[config.mk]
export PLATFORM = sky130hd
export DESIGN_NAME = tdm_underrun_recovery
export DESIGN_NICKNAME = d
export VERILOG_FILES = /design/src/rtl/tdm_urc_pkg.sv /design/src/rtl/urc_abort_tracker.sv /design/src/rtl/urc_flag_phase.sv /design/src/rtl/tdm_underrun_recovery.sv
export SDC_FILE = /design/constraint.sdc
export NUM_CORES = 1
export LEC_CHECK = 0
export BUFFER_PORTS_ARGS = -buffer_cell sky130_fd_sc_hd__buf_2
export CAP_MARGIN = 30
export CORE_ASPECT_RATIO = 1.2
export CORE_UTILIZATION = 60
export DETAILED_ROUTE_END_ITERATION = 10
export GPL_TIMING_DRIVEN = 0
export HOLD_SLACK_MARGIN = 0.1
export PLACE_DENSITY_LB_ADDON = 0.08
export SYNTH_ARGS = -nofsm -noshare
export SYNTH_HDL_FRONTEND = slang
export SYNTH_SLANG_ARGS = --single-unit
export TNS_END_PERCENT = 50
[constraint.sdc]
create_clock -name clk -period 2.84 [get_ports clk]
set_input_delay 0.284 -clock clk [delete_from_list [all_inputs] [get_ports clk]]
set_output_delay 0.284 -clock clk [all_outputs]
set_load 0.01 [all_outputs]
[src/rtl/tdm_urc_pkg.sv]
package tdm_urc_pkg;

    typedef enum logic [1:0] {
        ST_NORMAL = 2'd0,
        ST_ABORT  = 2'd1,
        ST_FILL   = 2'd2
    } urc_state_e;

    typedef struct packed {
        urc_state_e st;
        logic       evt;
    } urc_ctl_t;

endpackage

[src/rtl/urc_abort_tracker.sv]
module urc_abort_tracker #(
    parameter  int NUM_SLOTS  = 4,
    parameter  int ABORT_ONES = 16,
    localparam int SLOT_W     = (NUM_SLOTS > 1) ? $clog2(NUM_SLOTS) : 1
) (
    input  logic                 clk,
    input  logic                 rst_n,
    input  logic                 restart,
    input  logic                 count_en,
    input  logic [SLOT_W-1:0]    slot_idx,
    output logic [NUM_SLOTS-1:0] slot_done
);
    localparam int               CNT_W = $clog2(ABORT_ONES + 1);
    localparam logic [CNT_W-1:0] LIMIT = CNT_W'(ABORT_ONES);

    logic [CNT_W-1:0] cnt_d [NUM_SLOTS];
    logic [CNT_W-1:0] cnt_q [NUM_SLOTS];

    // Each slot counts only its own strobed bit times, saturating at LIMIT.
    always_comb begin
        for (int i = 0; i < NUM_SLOTS; i++) begin
            cnt_d[i] = cnt_q[i];
            if (restart) begin
                cnt_d[i] = '0;
            end else if (count_en && (slot_idx == SLOT_W'(i)) && (cnt_q[i] != LIMIT)) begin
                cnt_d[i] = cnt_q[i] + 1'b1;
            end
        end
    end

    always_ff @(posedge clk or negedge rst_n) begin
        if (!rst_n) begin
            for (int i = 0; i < NUM_SLOTS; i++) cnt_q[i] <= '0;
        end else begin
            cnt_q <= cnt_d;
        end
    end

    for (genvar g = 0; g < NUM_SLOTS; g++) begin : g_done
        assign slot_done[g] = (cnt_q[g] == LIMIT);

        AST_DONE_STICKY: assert property (@(posedge clk) disable iff (!rst_n)
            (slot_done[g] && !restart) |=> slot_done[g]);
    end

endmodule

[src/rtl/urc_flag_phase.sv]
module urc_flag_phase #(
    parameter  int         NUM_SLOTS = 4,
    parameter  logic [7:0] FLAG_BYTE = 8'h7E,
    localparam int         SLOT_W    = (NUM_SLOTS > 1) ? $clog2(NUM_SLOTS) : 1
) (
    input  logic              clk,
    input  logic              rst_n,
    input  logic              restart,
    input  logic              adv_en,
    input  logic [SLOT_W-1:0] slot_idx,
    output logic              flag_bit
);
    localparam int PH_W = 3;

    logic [PH_W-1:0] ph_d [NUM_SLOTS];
    logic [PH_W-1:0] ph_q [NUM_SLOTS];

    // Per-slot bit position within the flag byte, wrapping every eight bits.
    always_comb begin
        for (int i = 0; i < NUM_SLOTS; i++) begin
            ph_d[i] = ph_q[i];
            if (restart) begin
                ph_d[i] = '0;
            end else if (adv_en && (slot_idx == SLOT_W'(i))) begin
                ph_d[i] = ph_q[i] + 1'b1;
            end
        end
    end

    always_ff @(posedge clk or negedge rst_n) begin
        if (!rst_n) begin
            for (int i = 0; i < NUM_SLOTS; i++) ph_q[i] <= '0;
        end else begin
            ph_q <= ph_d;
        end
    end

    assign flag_bit = FLAG_BYTE[ph_q[slot_idx]];

endmodule

[src/rtl/tdm_underrun_recovery.sv]
module tdm_underrun_recovery
    import tdm_urc_pkg::*;
#(
    parameter  int         NUM_SLOTS  = 4,
    parameter  int         ABORT_ONES = 16,
    parameter  logic [7:0] FLAG_BYTE  = 8'h7E,
    localparam int         SLOT_W     = (NUM_SLOTS > 1) ? $clog2(NUM_SLOTS) : 1
) (
    input  logic                 clk,
    input  logic                 rst_n,
    input  logic [SLOT_W-1:0]    slot_idx,
    input  logic                 bit_strobe,
    input  logic                 data_bit_in,
    input  logic [NUM_SLOTS-1:0] slot_active,
    input  logic [NUM_SLOTS-1:0] flag_mode,
    input  logic [NUM_SLOTS-1:0] buf_ready,
    input  logic                 poll_strobe,
    input  logic                 underrun_in,
    input  logic                 irq_enable,
    input  logic                 event_ack,
    output logic                 tx_bit,
    output logic                 buf_fetch_en,
    output logic                 underrun_event,
    output logic                 irq
);
    urc_ctl_t             ctl_d, ctl_q;
    logic [NUM_SLOTS-1:0] slot_done;
    logic                 restart;
    logic                 all_done;
    logic                 cur_active;
    logic                 cur_done;
    logic                 count_en;
    logic                 adv_en;
    logic                 flag_bit;
    logic                 poll_ok;

    assign cur_active = slot_active[slot_idx];
    assign cur_done   = slot_done[slot_idx];
    assign all_done   = &(slot_done | ~slot_active);
    assign poll_ok    = poll_strobe && (&buf_ready);
    assign restart    = (ctl_q.st == ST_NORMAL) && underrun_in;
    assign count_en   = bit_strobe && (ctl_q.st == ST_ABORT) && cur_active;
    assign adv_en     = bit_strobe && (ctl_q.st != ST_NORMAL) && cur_active
                        && cur_done && flag_mode[slot_idx];

    urc_abort_tracker #(
        .NUM_SLOTS (NUM_SLOTS),
        .ABORT_ONES(ABORT_ONES)
    ) u_abort (
        .clk      (clk),
        .rst_n    (rst_n),
        .restart  (restart),
        .count_en (count_en),
        .slot_idx (slot_idx),
        .slot_done(slot_done)
    );

    urc_flag_phase #(
        .NUM_SLOTS(NUM_SLOTS),
        .FLAG_BYTE(FLAG_BYTE)
    ) u_flag (
        .clk     (clk),
        .rst_n   (rst_n),
        .restart (restart),
        .adv_en  (adv_en),
        .slot_idx(slot_idx),
        .flag_bit(flag_bit)
    );

    always_comb begin
        ctl_d = ctl_q;
        unique case (ctl_q.st)
            ST_NORMAL: if (underrun_in) ctl_d.st = ST_ABORT;
            ST_ABORT:  if (all_done)    ctl_d.st = ST_FILL;
            ST_FILL:   if (poll_ok)     ctl_d.st = ST_NORMAL;
            default:                    ctl_d.st = ST_NORMAL;
        endcase
        if (restart) begin
            ctl_d.evt = 1'b1;
        end else if (event_ack) begin
            ctl_d.evt = 1'b0;
        end
    end

    always_ff @(posedge clk or negedge rst_n) begin
        if (!rst_n) begin
            ctl_q <= '{st: ST_NORMAL, evt: 1'b0};
        end else begin
            ctl_q <= ctl_d;
        end
    end

    // Serial output mux: data in normal, ones during abort, fill afterwards.
    always_comb begin
        if (ctl_q.st == ST_NORMAL) begin
            tx_bit = data_bit_in;
        end else if (!cur_active || !cur_done) begin
            tx_bit = 1'b1;
        end else if (flag_mode[slot_idx]) begin
            tx_bit = flag_bit;
        end else begin
            tx_bit = 1'b1;
        end
    end

    assign buf_fetch_en   = (ctl_q.st == ST_NORMAL);
    assign underrun_event = ctl_q.evt;
    assign irq            = ctl_q.evt && irq_enable;

    AST_ABORT_ONES: assert property (@(posedge clk) disable iff (!rst_n)
        ((ctl_q.st == ST_ABORT) && cur_active && !cur_done) |-> tx_bit);
    AST_EVENT_SET: assert property (@(posedge clk) disable iff (!rst_n)
        restart |=> underrun_event);
    AST_IRQ_GATED: assert property (@(posedge clk) disable iff (!rst_n)
        $rose(irq) |-> irq_enable);
    AST_FETCH_STOP: assert property (@(posedge clk) disable iff (!rst_n)
        restart |=> !buf_fetch_en);
    AST_IDLE_FILL: assert property (@(posedge clk) disable iff (!rst_n)
        ((ctl_q.st == ST_FILL) && cur_active && !flag_mode[slot_idx]) |-> tx_bit);
    AST_POLL_GATE: assert property (@(posedge clk) disable iff (!rst_n)
        ((ctl_q.st == ST_FILL) && !poll_ok) |=> !buf_fetch_en);
    AST_ABORT_HOLD: assert property (@(posedge clk) disable iff (!rst_n)
        (ctl_q.st == ST_ABORT) |=> !buf_fetch_en);

endmodule

==> metrics.md <==
| Metric | Value |
|---|---|
| Design Area, Final | 2470 um2 |
| All-layer global routing usage | 0.280 |
| Dpl cell area | 2370 um2 |
| Seq cells post-synth | 35 |
| Post-CTS Setup Inserts | 0 |
| Worst-skew pair later-pin latency | roughly 300 ps |
| Htree depth | 2 |
| Die span in y | 68.4 um |
| Seq/Total Area, Yosys | 0.398 |
| Syn Inst Count | about 230 |
| Hold_buf cts | 1 |
| Worst slack, placed | around 450 ps |
| Die area | 3920 um2 |
| Synth Cell Area | 2200 um2 |
| Psw | 483 uW |
| Tcrit/Tclk final | 0.910 |
| RSZ-0062 raised after global routing | no |
| Rel. slew slack | 0.339 |
| Clock transition at path regs | 80 ps |
| Root Driver | clkbuf_8 |
| NumNets Final | slightly below 300 |
| Int Pwr | around 900 uW |
| Number of vias per cell | 6.15 |
| Switch share | 0.354 |
| Vias in the first global route | 1774 |
| Worst setup EP type | output pin |
| Clk pwr share | 0.267 |
| Max-cap viol count | 0 |
| Final Util | 0.721 |
| Worst setup margin | 256 ps |
| Seq pwr share | 0.440 |
| Average wire per standard cell | 15.7 um |
| Synth Area per Inst | 9.79 um2 |
| Post-Syn Nets | 259 |
| Setup TNS | 0 ps |
| FMAX | 0.387 GHz |
| Ratio of cells with drive above 1 in the final layout | 0.216 |
| Power density over cell area | 552 nW/um2 |
| I/O Buffers | 25 |
| Min-delay src | event_ack |
| Iter 0 DRT Violations | just under 70 |
| Worst path arrival time | 2300 ps |
| Die X | 57.3 um |
| Antenna diodes | 0 |
| First-pass GRT wire length | between 8000 and 9000 um |
| Clk sink count | 35 |
| Leak Pwr | around 0.0012 uW |
| Core area | between 3000 and 4000 um2 |
| Worst Setup SP | u_abort.cnt_q[0]$_DFFE_PN0P_ |
| Maximum VDD drop | 0.437 mV |
| Most used flip-flop cell after synthesis | dfrtp_1 |
| Setup Skew | around 7 ps |
| Synth Warn # | 0 |
| Maximum clock path buffer count | 2 |
| Largest net degree at the start of global routing | 36 |
| WP data required | roughly 2600 ps |
| Post-CTS Resized | 0 |
| Kind of critical path | reg2out |
| Final hold vios | 0 |
| Critical path startpoint category | flip-flop |
| Fillers | 279 |
| Antenna violations before repair | 0 |
| Area growth syn-to-layout | 12.0% |
| Worst-Margin Slew | around 990 ps |
| Combinational power share | 0.293 |
| Cell taking the most area after synthesis | dfrtp_1 |
| Initial Util | 0.643 |
| Final wirelength | 4650 um |
| Crit-path max FO | 10 |
| Post-synth top area share | 0.398 |
| Placed wire-length estimate | 3350 um |
| FP Rows | 23 |
| Synth cell types | 40 |
| TritonCTS Buffers | 5 |
| Post-synth EDFFs | 0 |
| Final GP Congestion | 0.839 |
| Hold Crit Class | in2reg |
| Worst r2r src | ctl_q[1]$_DFFE_PN0P_ |
| CTS tree | yes |
| I/O pin count | 26 |
| Final setup viols | 0 |
| Area contributors post-synth | dfrtp_1, ha_1, mux4_2 |
| Status | completed |
| Drt drc | 0 |
| Remaining global-route overflow | 0 |
| Slew Viols, Final | 0 |
| Drt pass-1 iters | 4 |
| Async S/R FF share, synth | 1.00 |
| Period minus WS final | 2580 ps |
| ANT nets after route | 0 |
| Final Power | 1360 uW |
| Via count | 1821 |
placed cells by master (no fill, tap or decap), drive strengths merged, types with 6 or more instances in the layout:
cell type / instances
dfrtp: 35
inv: 17
mux2i: 10
clkbuf: 9
a21oi: 7
and4: 6
buf: 32
o211ai: 6
nand4: 10
nand2: 24
nor2: 12
a31o: 6
ha: 12
nand3: 11
cell families (layout without fill, tap and decap cells):
group                    Yosys count  in the layout  synth area share
AO/OA/AOI/OAI                     34             34             0.110
XOR/XNOR                           7              7            0.0278
adder cells (fa/ha/maj)           12             12            0.0681
buffers and inverters             28             62            0.0568
flip-flops                        35             35             0.398
multiplexers                      15             15            0.0965
AND/OR/NAND/NOR                   94             94             0.244
Yosys cell counts, drive strengths merged, types with 4 or more instances:
| library cell | instances |
|---|---|
| and3 | 5 |
| and4 | 6 |
| and2 | 4 |
| nand4 | 10 |
| xnor2 | 4 |
| o211ai | 6 |
| o31ai | 5 |
| buf | 7 |
| inv | 17 |
| clkbuf | 4 |
| o21ai | 4 |
| nand2 | 24 |
| mux4 | 5 |
| a31o | 6 |
| mux2i | 10 |
| nand4bb | 4 |
| ha | 12 |
| a21oi | 7 |
| nor2 | 12 |
| nand3 | 11 |
| dfrtp | 35 |
metal layers:
metal | GRT usage | wire length, um
met1 | 0.362 | 2160
met2 | 0.465 | 2240
met3 | 0.0567 | 184
met4 | 0.113 | 64
met5 | 0 | 0
power by group through the flow:
| stage | clock (uW) | sequential [uW] | combinational, uW |
|---|---|---|---|
| after floorplan | 0 | 603 | 279 |
| after global routing | 378 | 610 | 456 |
| final | 364 | 600 | 400 |
| after detailed placement | 0 | 610 | 400 |
| after global placement | 0 | 608 | 391 |
| after CTS | 362 | 600 | 403 |
critical path, cell delays in order, from the launching register on:
cell	delay (ps)
dfrtp_1	420
inv_1	70
ha_1	140
nand4bb_1	170
a222oi_1	650
buf_4	280
a41oi_1	120
buf_2	160
area by class of cell:
cell class / count / area, um2 / share of cell area
tap: 37 / 46.3 / 0.0188
timing repair buffer: 26 / 135 / 0.0547
clock inverter: 3 / 15.0 / 0.00608
inverter: 17 / 63.8 / 0.0258
multi-input combinational: 162 / 1200 / 0.487
sequential: 35 / 876 / 0.355
clock buffer: 5 / 68.8 / 0.0279
buffer: 11 / 61.3 / 0.0248
final timing paths:
check	cells past startpoint	slack, ps	end
setup / recovery	7	260	tx_bit
hold / removal	2	160	underrun_event$_DFFE_PN0P_
setup reg to reg	5	460	u_abort.cnt_q[11]$_DFFE_PN0P_
hold reg to reg	1	510	u_abort.cnt_q[4]$_DFFE_PN0P_
max in group asynchronous	2	1730	u_abort.cnt_q[5]$_DFFE_PN0P_
min in group asynchronous	2	600	underrun_event$_DFFE_PN0P_
stage by stage:
step                      hold slack, ps  cells
final                                162    296
after global routing                 178    296
after CTS                            165    296
after detailed placement             411    287
after global placement               412    287
after floorplan                    -11.6    225
flip-flops by register name, indices dropped and copies added, names as in the netlist:
| register | flops |
|---|---|
| ctl_q | 2 |
| underrun_event | 1 |
| u_abort.cnt_q | 20 |
| u_flag.ph_q | 12 |
No activity file was read; power rests on OpenSTA's default activity.
